File: src/rtl/wps_pkg.sv
package wps_pkg;
  typedef enum logic [1:0] {
    PRIO_NEUTRAL = 2'd0,
    PRIO_CACHED  = 2'd1,
    PRIO_STREAM  = 2'd2
  } prio_mode_e;

  localparam int unsigned EVT_HIT   = 0;
  localparam int unsigned EVT_MISS  = 1;
  localparam int unsigned EVT_STALL = 2;
  localparam int unsigned EVT_NUM   = 3;
endpackage

File: src/rtl/wps_health_monitor.sv
module wps_health_monitor
  import wps_pkg::*;
#(
  parameter int unsigned CNT_W  = 16,
  parameter int unsigned LAT_W  = 10,
  parameter int unsigned WINDOW = 256
) (
  input  logic             clk,
  input  logic             rst,
  input  logic             hit_evt,
  input  logic             miss_evt,
  input  logic             stall_evt,
  input  logic [LAT_W-1:0] l2_latency,
  output prio_mode_e       mode
);
  localparam int unsigned WIN_W = (WINDOW > 2) ? $clog2(WINDOW) : 1;
  localparam logic [WIN_W-1:0] WIN_LAST = WIN_W'(WINDOW - 1);
  localparam logic [WIN_W-1:0] WIN_ONE  = WIN_W'(1);
  localparam logic [CNT_W-1:0] CNT_MAX  = '1;
  localparam logic [CNT_W-1:0] CNT_ONE  = CNT_W'(1);
  localparam int unsigned BEN_W = CNT_W + LAT_W + 3;
  localparam int unsigned CST_W = 2 * CNT_W;
  localparam int unsigned CMP_W = ((BEN_W > CST_W) ? BEN_W : CST_W) + 1;

  logic [WIN_W-1:0] win_cnt;
  logic             win_end;
  logic [EVT_NUM-1:0] evt;
  logic [CNT_W-1:0] cnt [EVT_NUM];
  logic             past_ok;

  assign win_end = (win_cnt == WIN_LAST);
  assign evt     = {stall_evt, miss_evt, hit_evt};

  always_ff @(posedge clk) begin
    if (rst) begin
      win_cnt <= '0;
      past_ok <= 1'b0;
    end else begin
      past_ok <= 1'b1;
      win_cnt <= win_end ? '0 : win_cnt + WIN_ONE;
    end
  end

  // One saturating counter per event kind
  for (genvar k = 0; k < EVT_NUM; k++) begin : g_evt_cnt
    always_ff @(posedge clk) begin
      if (rst || win_end) begin
        cnt[k] <= '0;
      end else if (evt[k] && (cnt[k] != CNT_MAX)) begin
        cnt[k] <= cnt[k] + CNT_ONE;
      end
    end

    // a full count stays full until the window closes
    p_cnt_saturate_r10 : assert property (@(posedge clk) disable iff (rst)
      (past_ok && !$past(win_end) && ($past(cnt[k]) == CNT_MAX)) |-> (cnt[k] == CNT_MAX));

    // counts restart after a closing edge
    p_cnt_clear_r5 : assert property (@(posedge clk) disable iff (rst)
      (past_ok && $past(win_end)) |-> (cnt[k] == '0));
  end

  logic [CMP_W-1:0] benefit, benefit5, cost;
  prio_mode_e       mode_nxt;

  always_comb begin
    benefit  = {{(CMP_W-CNT_W){1'b0}}, cnt[EVT_HIT]} * {{(CMP_W-LAT_W){1'b0}}, l2_latency};
    benefit5 = (benefit << 2) + benefit;
    cost     = {{(CMP_W-CNT_W){1'b0}}, cnt[EVT_MISS]} * {{(CMP_W-CNT_W){1'b0}}, cnt[EVT_STALL]};
    if (benefit > cost)       mode_nxt = PRIO_CACHED;
    else if (benefit5 < cost) mode_nxt = PRIO_STREAM;
    else                      mode_nxt = PRIO_NEUTRAL;
  end

  always_ff @(posedge clk) begin
    if (rst)          mode <= PRIO_NEUTRAL;
    else if (win_end) mode <= mode_nxt;
  end

  // mode only moves at a window boundary
  p_mode_hold_r5 : assert property (@(posedge clk) disable iff (rst)
    (past_ok && !$past(win_end)) |-> $stable(mode));

  // the mode never takes the unused encoding
  p_mode_legal_r8 : assert property (@(posedge clk) disable iff (rst)
    mode != prio_mode_e'(2'd3));
endmodule

File: src/rtl/wps_gto_pick.sv
module wps_gto_pick #(
  parameter int unsigned N_WARPS = 8,
  parameter int unsigned AGE_W   = 8,
  localparam int unsigned WID_W  = (N_WARPS > 2) ? $clog2(N_WARPS) : 1
) (
  input  logic [N_WARPS-1:0]       elig,
  input  logic [N_WARPS*AGE_W-1:0] ages,
  input  logic                     prev_valid,
  input  logic [WID_W-1:0]         prev_idx,
  output logic                     any,
  output logic [WID_W-1:0]         idx
);
  logic [AGE_W-1:0] age [N_WARPS];

  for (genvar i = 0; i < N_WARPS; i++) begin : g_unpack
    assign age[i] = ages[i*AGE_W +: AGE_W];
  end

  logic             found;
  logic [AGE_W-1:0] best_age;
  logic [WID_W-1:0] best_idx;

  // Oldest scan; strict compare keeps the lowest index on ties
  always_comb begin
    found    = 1'b0;
    best_age = '0;
    best_idx = '0;
    for (int i = 0; i < N_WARPS; i++) begin
      if (elig[i] && (!found || (age[i] > best_age))) begin
        found    = 1'b1;
        best_age = age[i];
        best_idx = WID_W'(i);
      end
    end
  end

  assign any = |elig;
  assign idx = (prev_valid && elig[prev_idx]) ? prev_idx : best_idx;
endmodule

File: src/rtl/cache_aware_warp_sched.sv
module cache_aware_warp_sched
  import wps_pkg::*;
#(
  parameter int unsigned N_WARPS = 8,
  parameter int unsigned AGE_W   = 8,
  parameter int unsigned CNT_W   = 16,
  parameter int unsigned LAT_W   = 10,
  parameter int unsigned WINDOW  = 256,
  localparam int unsigned WID_W  = (N_WARPS > 2) ? $clog2(N_WARPS) : 1
) (
  input  logic                     clk,
  input  logic                     rst,
  input  logic [N_WARPS-1:0]       warp_ready,
  input  logic [N_WARPS-1:0]       warp_stream,
  input  logic [N_WARPS*AGE_W-1:0] warp_age,
  input  logic                     hit_evt,
  input  logic                     miss_evt,
  input  logic                     stall_evt,
  input  logic [LAT_W-1:0]         l2_latency,
  output logic                     issue_valid,
  output logic [WID_W-1:0]         issue_warp,
  output logic [1:0]               prio_mode
);
  prio_mode_e         mode;
  logic [N_WARPS-1:0] favoured, elig;
  logic               pick_any;
  logic [WID_W-1:0]   pick_idx;
  logic               past_ok;

  wps_health_monitor #(
    .CNT_W (CNT_W),
    .LAT_W (LAT_W),
    .WINDOW(WINDOW)
  ) i_monitor (
    .clk       (clk),
    .rst       (rst),
    .hit_evt   (hit_evt),
    .miss_evt  (miss_evt),
    .stall_evt (stall_evt),
    .l2_latency(l2_latency),
    .mode      (mode)
  );

  always_comb begin
    case (mode)
      PRIO_CACHED: favoured = warp_ready & ~warp_stream;
      PRIO_STREAM: favoured = warp_ready &  warp_stream;
      default:     favoured = warp_ready;
    endcase
    elig = (|favoured) ? favoured : warp_ready;
  end

  wps_gto_pick #(
    .N_WARPS(N_WARPS),
    .AGE_W  (AGE_W)
  ) i_pick (
    .elig      (elig),
    .ages      (warp_age),
    .prev_valid(issue_valid),
    .prev_idx  (issue_warp),
    .any       (pick_any),
    .idx       (pick_idx)
  );

  always_ff @(posedge clk) begin
    if (rst) begin
      issue_valid <= 1'b0;
      issue_warp  <= '0;
      past_ok     <= 1'b0;
    end else begin
      past_ok     <= 1'b1;
      issue_valid <= pick_any;
      if (pick_any) issue_warp <= pick_idx;
    end
  end

  assign prio_mode = mode;

  logic [N_WARPS-1:0] issue_oh;
  assign issue_oh = N_WARPS'(1) << issue_warp;

  // issue exactly when something was ready, and only a ready warp
  p_issue_iff_ready_r2 : assert property (@(posedge clk) disable iff (rst)
    past_ok |-> (issue_valid == (|$past(warp_ready))));

  p_issue_was_ready_r2 : assert property (@(posedge clk) disable iff (rst)
    (past_ok && issue_valid) |-> (|($past(warp_ready) & issue_oh)));

  // in neutral mode a still-ready warp keeps issuing
  p_greedy_hold_r3 : assert property (@(posedge clk) disable iff (rst)
    (past_ok && $past(issue_valid) && ($past(mode) == PRIO_NEUTRAL) &&
     (|($past(warp_ready) & $past(issue_oh)))) |-> (issue_valid && (issue_warp == $past(issue_warp))));

  // with streaming favoured and one ready, a streaming warp goes
  p_stream_pref_r9 : assert property (@(posedge clk) disable iff (rst)
    (past_ok && issue_valid && ($past(mode) == PRIO_STREAM) &&
     (|($past(warp_ready) & $past(warp_stream)))) |-> (|($past(warp_stream) & issue_oh)));

  // with cached favoured and one ready, a cached warp goes
  p_cached_pref_r9 : assert property (@(posedge clk) disable iff (rst)
    (past_ok && issue_valid && ($past(mode) == PRIO_CACHED) &&
     (|($past(warp_ready) & ~$past(warp_stream)))) |-> (|(~$past(warp_stream) & issue_oh)));
endmodule

File: config.mk
export PLATFORM = sky130hd
export DESIGN_NAME = cache_aware_warp_sched
export DESIGN_NICKNAME = d
export VERILOG_FILES = /design/src/rtl/wps_pkg.sv /design/src/rtl/wps_health_monitor.sv /design/src/rtl/wps_gto_pick.sv /design/src/rtl/cache_aware_warp_sched.sv
export SDC_FILE = /design/constraint.sdc
export NUM_CORES = 1
export LEC_CHECK = 0
export BUFFER_PORTS_ARGS = -buffer_cell sky130_fd_sc_hd__buf_2
export CORE_UTILIZATION = 23
export CTS_BUF_LIST = sky130_fd_sc_hd__clkbuf_4 sky130_fd_sc_hd__clkbuf_8 sky130_fd_sc_hd__clkbuf_16
export CTS_CLUSTER_SIZE = 25
export DETAILED_ROUTE_END_ITERATION = 10
export SLEW_MARGIN = 10
export SYNTH_ARGS = -nofsm -noshare
export SYNTH_HDL_FRONTEND = slang
export SYNTH_SLANG_ARGS = --single-unit
File: constraint.sdc
create_clock -name clk -period 20.6 [get_ports clk]
set_clock_uncertainty 0.05 [all_clocks]
set_input_delay 4.12 -clock clk [delete_from_list [all_inputs] [get_ports clk]]
set_output_delay 4.12 -clock clk [all_outputs]
set_load 0.02 [all_outputs]
# Yosys cells after proc, flatten, opt, wreduce, memory -nomap -nowiden
# Memories as Yosys holds them, arrays and structs flattened.
# Cells that the tools add are included.
word_totals:
  regBits: 14
  mem_bits_rw: 48
  inputBits: 95
  output_inout_bits: 6
  word_cells: 106
  mem_count: 1
classes:
  n_addsub: 5
  n_mul: 2
  n_lt_le_gt_ge: 10
  eq_ne: 6
  n_mux: 41
  n_bitwise: 7
  n_reduce_logical: 30
mem_list:
  columns: ["name", "depth", "word_bits", "read_ports", "rd_ports_with_merged_regs", "wr", "line", "rtl"]
  rows:
  - ["i_monitor.cnt", 3, 16, 3, 0, 3, "wps_health_monitor.sv:28", "logic [CNT_W-1:0] cnt [EVT_NUM];"]
op_table:
  columns: ["op", "count"]
  rows:
  - ["8-bit 2-to-1 mux", 8]
  - ["8-bit greater-than comparator", 7]
  - ["16-bit by 1-bit adder with 16-bit output, second input constant", 3]
  - ["16-bit 2-to-1 mux", 3]
  - ["16-bit inequality test, second input constant", 3]
  - ["33-bit by 32-bit < comparator with 1-bit output", 1]
  - ["26-bit by 32-bit greater-than comparator with 1-bit output", 1]
  - ["16-bit by 16-bit multiplier with 32-bit output", 1]
  - ["28-bit by 26-bit adder with 29-bit output", 1]
  - ["16-bit by 10-bit multiplier with 26-bit output", 1]
  - ["1-bit 2-to-1 mux", 20]
  - ["8-bit AND", 2]
  - ["8-bit case mux with 2 select lines", 1]
  - ["8-bit OR reduction", 2]
  - ["3-bit 2-to-1 mux", 4]
  - ["1-bit logical AND", 11]
  - ["8-bit by 1-bit adder with 8-bit output, second input constant", 1]
  - ["8-bit == test, second input constant", 1]
  - ["1-bit logical OR", 8]
  - ["2-bit 2-to-1 mux", 4]
  - ["8-bit NOT", 1]
  - ["1-bit zero test", 7]
  - ["3-bit by 4-bit < comparator with 1-bit output, second input constant", 1]
  - ["1-bit binary-select mux with 3-bit select", 1]
  - ["other kinds (6)", 8]

# Longest topological paths before layout
# Gate-level depths: netlist (run 1).
logic_depth:
  ltp_word: 34
  mapped_depth: 74
  ltp_nobuf: 66

# Hierarchy
# A second synthesis (run 1) with hierarchy kept.
hier_totals:
  hier_cells: 2623
  hier_area_um2: 21871.0
modules_own_cells:
  columns: ["module", "instances", "cells_each", "area_per_inst_um2", "seq_area_each_um2"]
  rows:
  - ["wps_health_monitor", 1, 2223, 19025.7, 1641.6]
  - ["wps_gto_pick", 1, 349, 2436.1, 0.0]
  - ["cache_aware_warp_sched", 1, 51, 409.1, 80.1]

# Worst setup path after synthesis (run 1)
# OpenSTA, ideal clock, no wires.
synth_path:
  kind: "in2reg"
  startpoint: "input warp_ready[5]"
  endpoint: "register issue_warp[2]"
  setup_ns: 0.135
  arrival_time_ns: 16.748
  required_time_ns: 20.415
  path_slack_ns: 3.667
  path_stages: 69
  path_buffers: 8
  path_cell_list: "or4_1 > a22oi_1 > nand4_2 > o21ai_2 > buf_2 > nand2_1 > ha_1 > a21o_1 > a21oi_1 > nand2b_1 > o21ai_1 > o211ai_1 > and2_1 > ha_1 > nor2b_1 > o21a_1 > o21a_1 > o21ai_1 > [33 not listed] > o21a_1 > o21ai_0 > a21oi_1 > o22ai_1 > a21o_1 > buf_2 > buf_2 > a21o_1 > ha_1 > nor2b_1 > o21a_1 > o21a_1 > o21a_1 > o21bai_1 > a21oi_1 > or4_1 > nor2b_1 > a311oi_1"
synth_via:
  elab_chain_cells: 33
  word_cells_on_any_way: 57
  classes_between: "order compare: 7; mux: 22; bitwise: 3; reduce/logical: 25"
synth_lines:
  columns: ["item", "line", "rtl"]
  rows:
  - ["start: declaration", "cache_aware_warp_sched.sv:13", "input logic [N_WARPS-1:0] warp_ready,"]
  - ["8-bit AND (on tied branches)", "cache_aware_warp_sched.sv:47, cache_aware_warp_sched.sv:46", null]
  - ["8-bit case mux with 2 select lines", "cache_aware_warp_sched.sv:45", "case (mode)"]
  - ["8-bit OR reduction", "cache_aware_warp_sched.sv:50", "elig = (|favoured) ? favoured : warp_ready;"]
  - ["8-bit 2-to-1 mux *", "cache_aware_warp_sched.sv:50", null]
  - ["8-bit 2-to-1 mux / 1-bit 2-to-1 mux (equally long branches)", "wps_gto_pick.sv:29", "if (elig[i] && (!found || (age[i] > best_age))) begin"]
  - ["8-bit greater-than comparator / 1-bit zero test (equally long branches)", "wps_gto_pick.sv:29", null]
  - ["1-bit logical OR", "wps_gto_pick.sv:29", null]
  - ["1-bit logical AND", "wps_gto_pick.sv:29", null]
  - ["[17 not listed]", null, null]
  - ["8-bit greater-than comparator / 1-bit zero test (equally long branches)", "wps_gto_pick.sv:29", null]
  - ["1-bit logical OR", "wps_gto_pick.sv:29", null]
  - ["1-bit logical AND", "wps_gto_pick.sv:29", null]
  - ["8-bit 2-to-1 mux / 1-bit 2-to-1 mux (equally long branches)", "wps_gto_pick.sv:29", null]
  - ["8-bit greater-than comparator / 1-bit zero test (equally long branches)", "wps_gto_pick.sv:29", null]
  - ["1-bit logical OR", "wps_gto_pick.sv:29", null]
  - ["1-bit logical AND", "wps_gto_pick.sv:29", null]
  - ["3-bit 2-to-1 mux", "wps_gto_pick.sv:29", null]
  - ["end signal: assignment", "cache_aware_warp_sched.sv:73", "if (pick_any) issue_warp <= pick_idx;"]
  - ["end: declaration", "cache_aware_warp_sched.sv:21", "output logic [WID_W-1:0] issue_warp,"]
# Mark *: on every way between the ends. The rest lies on a longest branch, timed or not. The select of a mux whose other input is x is not followed.
# A chain may end at the register's enable or synchronous reset.

# Final worst setup path (run 1)
# Ends and elaborated chain as after synthesis.

==> results of run 1 <==
## sequential cells by signal, summed over array words and instances (netlist names)
name / flops
i_monitor.mode: 2
i_monitor.cnt: 48
i_monitor.win_cnt: 8
issue_warp: 3
issue_valid: 1
## stage by stage
stage / instances / cell area, um^2 / hold WS [ps] / setup slack [ps]
2_1_floorplan: 2514 / 21400 / 380 / 3670
3_3_place_gp: 3756 / 23100 / 398 / 1420
3_5_place_dp: 3756 / 23100 / 404 / 1210
4_1_cts: 3772 / 23400 / 427 / 1520
5_1_grt: 3774 / 23400 / 473 / 275
6_report: 3775 / 23400 / 421 / 1410
## synth_stat cells, drive strengths merged, types with 13 or more instances
master and instances:
o31ai 13, o21bai 17, a211oi 17, nand4 28
o21ai 79, o211ai 33, nand2 347, xor2 50
o21a 32, and3 27, edfxtp 48, ha 303
xnor2 74, fa 305, clkbuf 90, a21o 54
nor2 135, and2 173, dfxtp 14, nand3 41
a21oi 83, nor2b 23, a311oi 19, buf 23
inv 369
## power by group through the flow
stage / combinational, mW / sequential, mW / clock [mW]
4_1_cts: 2.14 / 0.183 / 0.148
5_1_grt: 2.46 / 0.186 / 0.152
3_5_place_dp: 2.12 / 0.186 / 0
3_3_place_gp: 2.09 / 0.185 / 0
2_1_floorplan: 1.69 / 0.156 / 0
6_report: 2.14 / 0.183 / 0.145
## critical path, delay by kind of cell
| family | cells | cell delay (ps) |
|---|---|---|
| buffers and inverters | 2 | 370 |
| muxes | 1 | 370 |
| and+or+nand+nor | 15 | 3090 |
| adders and majority gates | 7 | 1990 |
| AOI/OAI and AO/OA | 38 | 9360 |
## per-layer routing
metal	track usage	vias to the layer above	routed length [um]
li1	-	8247	-
met1	0.157	8505	24800
met2	0.207	349	26100
met3	0.0119	72	2160
met4	0.0353	6	1370
met5	0	-	28
## final cells by class
cell class	instances	area, um^2	share of cell area
antenna	3	7.51	0.000321
clock buffer	9	225	0.00963
clock inverter	7	50.0	0.00214
inverter	369	1390	0.0592
multi-input combinational	1970	17900	0.763
sequential	62	1720	0.0736
tap	1243	1560	0.0665
timing repair buffer	112	591	0.0253
## logic make-up (layout without fill, tap and decap cells)
group / Yosys count / after routing / share of synthesized area
AND/OR/NAND/NOR: 822 / 822 / 0.183
other: 0 / 3 / 0
multiplexers: 12 / 12 / 0.00683
adder cells (fa/ha/maj): 608 / 608 / 0.462
flip-flops: 62 / 62 / 0.0804
AO/OA/AOI/OAI: 404 / 404 / 0.131
XOR/XNOR: 124 / 124 / 0.0507
buffers and inverters: 482 / 497 / 0.0865
## how the worst max path moves through the flow
stage             startpoint                         end  slack [ps]  depth (start not counted)
6_report       warp_ready[5]  issue_warp[2]$_SDFFE_PP0P_        1410                         63
5_1_grt        warp_ready[5]  issue_warp[2]$_SDFFE_PP0P_         270                         64
4_1_cts        warp_ready[5]  issue_warp[2]$_SDFFE_PP0P_        1520                         63
3_5_place_dp   warp_ready[5]  issue_warp[2]$_SDFFE_PP0P_        1210                         63
3_3_place_gp   warp_ready[5]  issue_warp[2]$_SDFFE_PP0P_        1420                         63
2_1_floorplan  warp_ready[5]  issue_warp[2]$_SDFFE_PP0P_        3670                         69
==> flow_metrics.env, run 1 <==
export IMPL_r2r_start="i_monitor.mode[1]$_SDFFE_PP0P_"
export IMPL_synth_flop_cell="edfxtp_1"
export IMPL_drc=0
export IMPL_cts_max_path_buffers=2
export IMPL_clkTransAtPathRegs_ps=60
export IMPL_port_buffers=100
export IMPL_crit_path_top_delay_cell="a21boi_2"
export IMPL_worstPathArrival_ps=19360
export IMPL_power_switching_mw=1.30
export IMPL_max_freq_mhz=52.1
export IMPL_clkSinkCount=62
export IMPL_grt_max_degree=22
export IMPL_dp_hpwl_um=44000
export IMPL_grt_overflow_total=0
export IMPL_required_ps=20770
export IMPL_core_um2=91900
export IMPL_synthArstFlopShare=0
export IMPL_startpoint_type="primary input"
export IMPL_hold_path_class="reg -> reg"
export IMPL_wl_um=54500
export IMPL_avgSynthCellArea_um2=8.52
export IMPL_die_y_um=307
export IMPL_routedWlPerCell_um=14.4
export IMPL_tns_ps=0
export IMPL_die_w_um=307
export IMPL_ir_drop_mv=0.195
export IMPL_vias_per_cell=4.55
export IMPL_cts_repair_resized=0
export IMPL_r2r_end="issue_warp[2]$_SDFFE_PP0P_"
export IMPL_syn_area_um2=21400
export IMPL_grt_pass1_vias=18200
export IMPL_critPathMaxFanout=18
export IMPL_max_stage_delay_ps=780
export IMPL_antenna_found_initial=6
export IMPL_internal_power_mw=1.17
export IMPL_end_kind="register"
export IMPL_drtPass1Iterations=5
export IMPL_grt_pass1_wl_um=92500
export IMPL_relSlewSlack=0.318
export IMPL_via_count=17200
export IMPL_synth_top_area_share=0.285
export IMPL_pwr_share_seq=0.074
export IMPL_criticalPathCategory="in -> reg"
export IMPL_nNetsFinal=3227
export IMPL_rsz0062_at_grt="no"
export IMPL_min_period_ps=19190
export IMPL_netSwitchingFraction=0.526
export IMPL_netlist_cell_type_count=76
export IMPL_fill_cells=10100
export IMPL_r2r_slack_ps=4550
export IMPL_synth_area_leaders="fa_1 (28%), ha_1 (18%), edfxtp_1 (6.7%)"
export IMPL_powerDensity_nw_per_um2=105
export IMPL_final_common_cell="inv_1"
export IMPL_antenna_left=0
export IMPL_maxCapViolations=0
export IMPL_synth_edf_count=48
export IMPL_cts_tree="built"
export IMPL_status="complete, no violations"
export IMPL_postCtsSetupRepairBufs=0
export IMPL_layout_common_cells="inv_1 (369), nand2_1 (347), fa_1 (305)"
export IMPL_syn_to_final_growth_pct=9.15
export IMPL_place_congestion=0.882
export IMPL_synth_nets=3217
export IMPL_worstMarginPinSlew_ps=1020
export IMPL_seq_area_frac_synth=0.0804
export IMPL_cts_htree_levels=3
export IMPL_drtIter0Drc=1020
export IMPL_leakage_nw=11.2
export IMPL_p_clk_frac=0.059
export IMPL_rows=111
export IMPL_start_util=0.233
export IMPL_die_area_um2=94400
export IMPL_clock_latency_ps=360
export IMPL_reg2regPathDepth=63
export IMPL_post_route_util=0.254
export IMPL_cts_hold_buffers=0
export IMPL_ys_seq_elements=62
export IMPL_hold_viol=0
export IMPL_layout_drive_gt1_share=0.0664
export IMPL_hold_path_startpoint="i_monitor.win_cnt[0]$_SDFF_PP0_"
export IMPL_crit_top_cell="o21a_1"
export IMPL_syn_inst=2514
export IMPL_slew_viol_final=0
export IMPL_p_total_mw=2.47
export IMPL_combPwrFrac=0.867
export IMPL_yosys_area_top_type="fa_1"
export IMPL_hold_depth=1
export IMPL_design_portCount=101
export IMPL_yosys_warnings=0
export IMPL_numCtsBuffers=9
export IMPL_setup_viol=0
export IMPL_min_to="i_monitor.win_cnt[0]$_SDFF_PP0_"
export IMPL_finalCritPeriodShare=0.931
export IMPL_grt_total_usage=0.120
export IMPL_root_buffer="clkbuf_16"
Note: power is estimated with default switching activity, not from simulation.
==> inputs of run 2 (changes only) <==
--- a/config.mk
+++ b/config.mk
@@ -10,6 +10,7 @@
 export CTS_BUF_LIST = sky130_fd_sc_hd__clkbuf_4 sky130_fd_sc_hd__clkbuf_8 sky130_fd_sc_hd__clkbuf_16
 export CTS_CLUSTER_SIZE = 25
 export DETAILED_ROUTE_END_ITERATION = 10
+export REMOVE_ABC_BUFFERS = 1
 export SLEW_MARGIN = 10
 export SYNTH_ARGS = -nofsm -noshare
 export SYNTH_HDL_FRONTEND = slang
==> run 2 against run 1 <==
Against the previous run:
- sequential share of layout area is essentially flat
- power increased by 0.60%
- hold slack got worse by 14 ps
- setup slack improved by 470 ps
- clock-buffer cell count stayed put
- cell area down 0.22%
- critical path type unchanged
- die area unchanged
- maximum frequency increased by 2.5%
- wire length fell by 0.23%
- sequential power about the same
- via count down 0.44%
==> flow_metrics.env, run 2 (synthesis results as in run 1) <==
export IMPL_layout_common_cells="inv_1 (369), nand2_1 (347), fa_1 (305)"
export IMPL_postCtsSetupRepairBufs=0
export IMPL_worstPathArrival_ps=18900
export IMPL_rows=111
export IMPL_setup_viol=0
export IMPL_maxCapViolations=0
export IMPL_grt_pass1_wl_um=91200
export IMPL_diodes=0
export IMPL_powerDensity_nw_per_um2=106
export IMPL_p_total_mw=2.48
export IMPL_rsz0062_at_grt="no"
export IMPL_worstMarginPinSlew_ps=1220
export IMPL_finalHoldWorstSlack_ps=408
export IMPL_grt_max_degree=22
export IMPL_antenna_left=0
export IMPL_numCtsBuffers=9
export IMPL_crit_top_cell="o21a_1"
export IMPL_final_common_cell="inv_1"
export IMPL_syn_to_final_growth_pct=8.91
export IMPL_core_um2=91900
export IMPL_ir_drop_mv=0.193
export IMPL_grt_pass1_vias=17700
export IMPL_min_period_ps=18720
export IMPL_slew_viol_final=0
export IMPL_max_freq_mhz=53.4
export IMPL_dp_hpwl_um=44700
export IMPL_cts_repair_resized=0
export IMPL_clock_latency_ps=370
export IMPL_drc=0
export IMPL_design_portCount=101
export IMPL_cts_tree="built"
export IMPL_clkSinkCount=62
export IMPL_die_area_um2=94400
export IMPL_relSlewSlack=0.186
export IMPL_finalCritPeriodShare=0.909
export IMPL_cts_hold_buffers=0
export IMPL_die_y_um=307
export IMPL_hold_viol=0
export IMPL_root_buffer="clkbuf_16"
export IMPL_layout_drive_gt1_share=0.0642
export IMPL_required_ps=20780
export IMPL_die_w_um=307
export IMPL_routedWlPerCell_um=14.4
export IMPL_end_kind="register"
export IMPL_max_stage_delay_ps=770
export IMPL_leakage_nw=11.2
export IMPL_via_count=17100
export IMPL_status="complete, no violations"
export IMPL_port_buffers=100
export IMPL_clkTransAtPathRegs_ps=60
export IMPL_startpoint_type="primary input"
export IMPL_vias_per_cell=4.54
export IMPL_drtPass1Iterations=5
export IMPL_antenna_found_initial=1
export IMPL_largest_reg_flops=48
export IMPL_max_flop_register="i_monitor.cnt"
export IMPL_wl_um=54400
export IMPL_criticalPathCategory="in -> reg"
export IMPL_start_util=0.233
export IMPL_grt_total_usage=0.119
export IMPL_place_congestion=0.870
export IMPL_grt_overflow_total=0
export IMPL_nNetsFinal=3221
export IMPL_critPathMaxFanout=18
export IMPL_crit_path_top_delay_cell="a31o_1"
export IMPL_tns_ps=0
export IMPL_hold_path_class="reg -> reg"
export IMPL_reg_top3="i_monitor.cnt: 48 flops, i_monitor.win_cnt: 8 flops, issue_warp: 3 flops"
export IMPL_cts_max_path_buffers=2
export IMPL_cts_htree_levels=3
export IMPL_drtIter0Drc=983
## run 2: per-layer routing
metal  wire length (um)  track usage  share of wire  up-vias
met4                637       0.0213          0.012        0
met5                  0            0              0        -
met1              25200        0.161           0.46     8556
li1                   -            -              -     8224
met3               1900       0.0103          0.035       36
met2              26600        0.207           0.49      288
## run 2: layout make-up
| cell class | instances | area [um^2] |
|---|---|---|
| clock buffer | 9 | 225 |
| clock inverter | 7 | 50.0 |
| fill | 10100 | 68600 |
| inverter | 369 | 1390 |
| multi-input combinational | 1970 | 17900 |
| sequential | 62 | 1720 |
| tap | 1243 | 1560 |
| timing repair buffer | 106 | 546 |
## run 2: path summary, 6_finish.rpt
check,start,to,slack [ps],cells past startpoint
worst max-delay path,warp_ready[5],issue_warp[2]$_SDFFE_PP0P_,1880,64
worst max register to register,i_monitor.mode[0]$_SDFFE_PP0P_,issue_warp[2]$_SDFFE_PP0P_,4840,65
worst min-delay path,i_monitor.win_cnt[0]$_SDFF_PP0_,i_monitor.win_cnt[0]$_SDFF_PP0_,410,1
worst min register to register,i_monitor.win_cnt[0]$_SDFF_PP0_,i_monitor.win_cnt[0]$_SDFF_PP0_,410,1
## run 2: stage by stage
step | cells | area (um^2) | utilization | setup slack (ps)
after floorplan | 2401 | 21000 | - | 2720
after global placement | 3750 | 23100 | 0.251 | 1810
after detailed placement | 3750 | 23100 | 0.251 | 1740
after CTS | 3766 | 23300 | 0.254 | 2070
after global routing | 3766 | 23300 | 0.254 | 728
final | 3766 | 23300 | 0.254 | 1880
## run 2: where the power goes
group	switching (mW)	internal, mW	total (mW)
Combinational	1.21	0.943	2.15
Clock	0.0670	0.0815	0.148
Sequential	0.0397	0.145	0.185
Total	1.31	1.17	2.48
## run 2: worst max-delay path, delay by kind of cell
family,cells,cell delay [ps]
compound gates,38,8790
fa+ha+maj,7,1970
buf+inv,3,620
mux,1,370
simple gates,15,3000
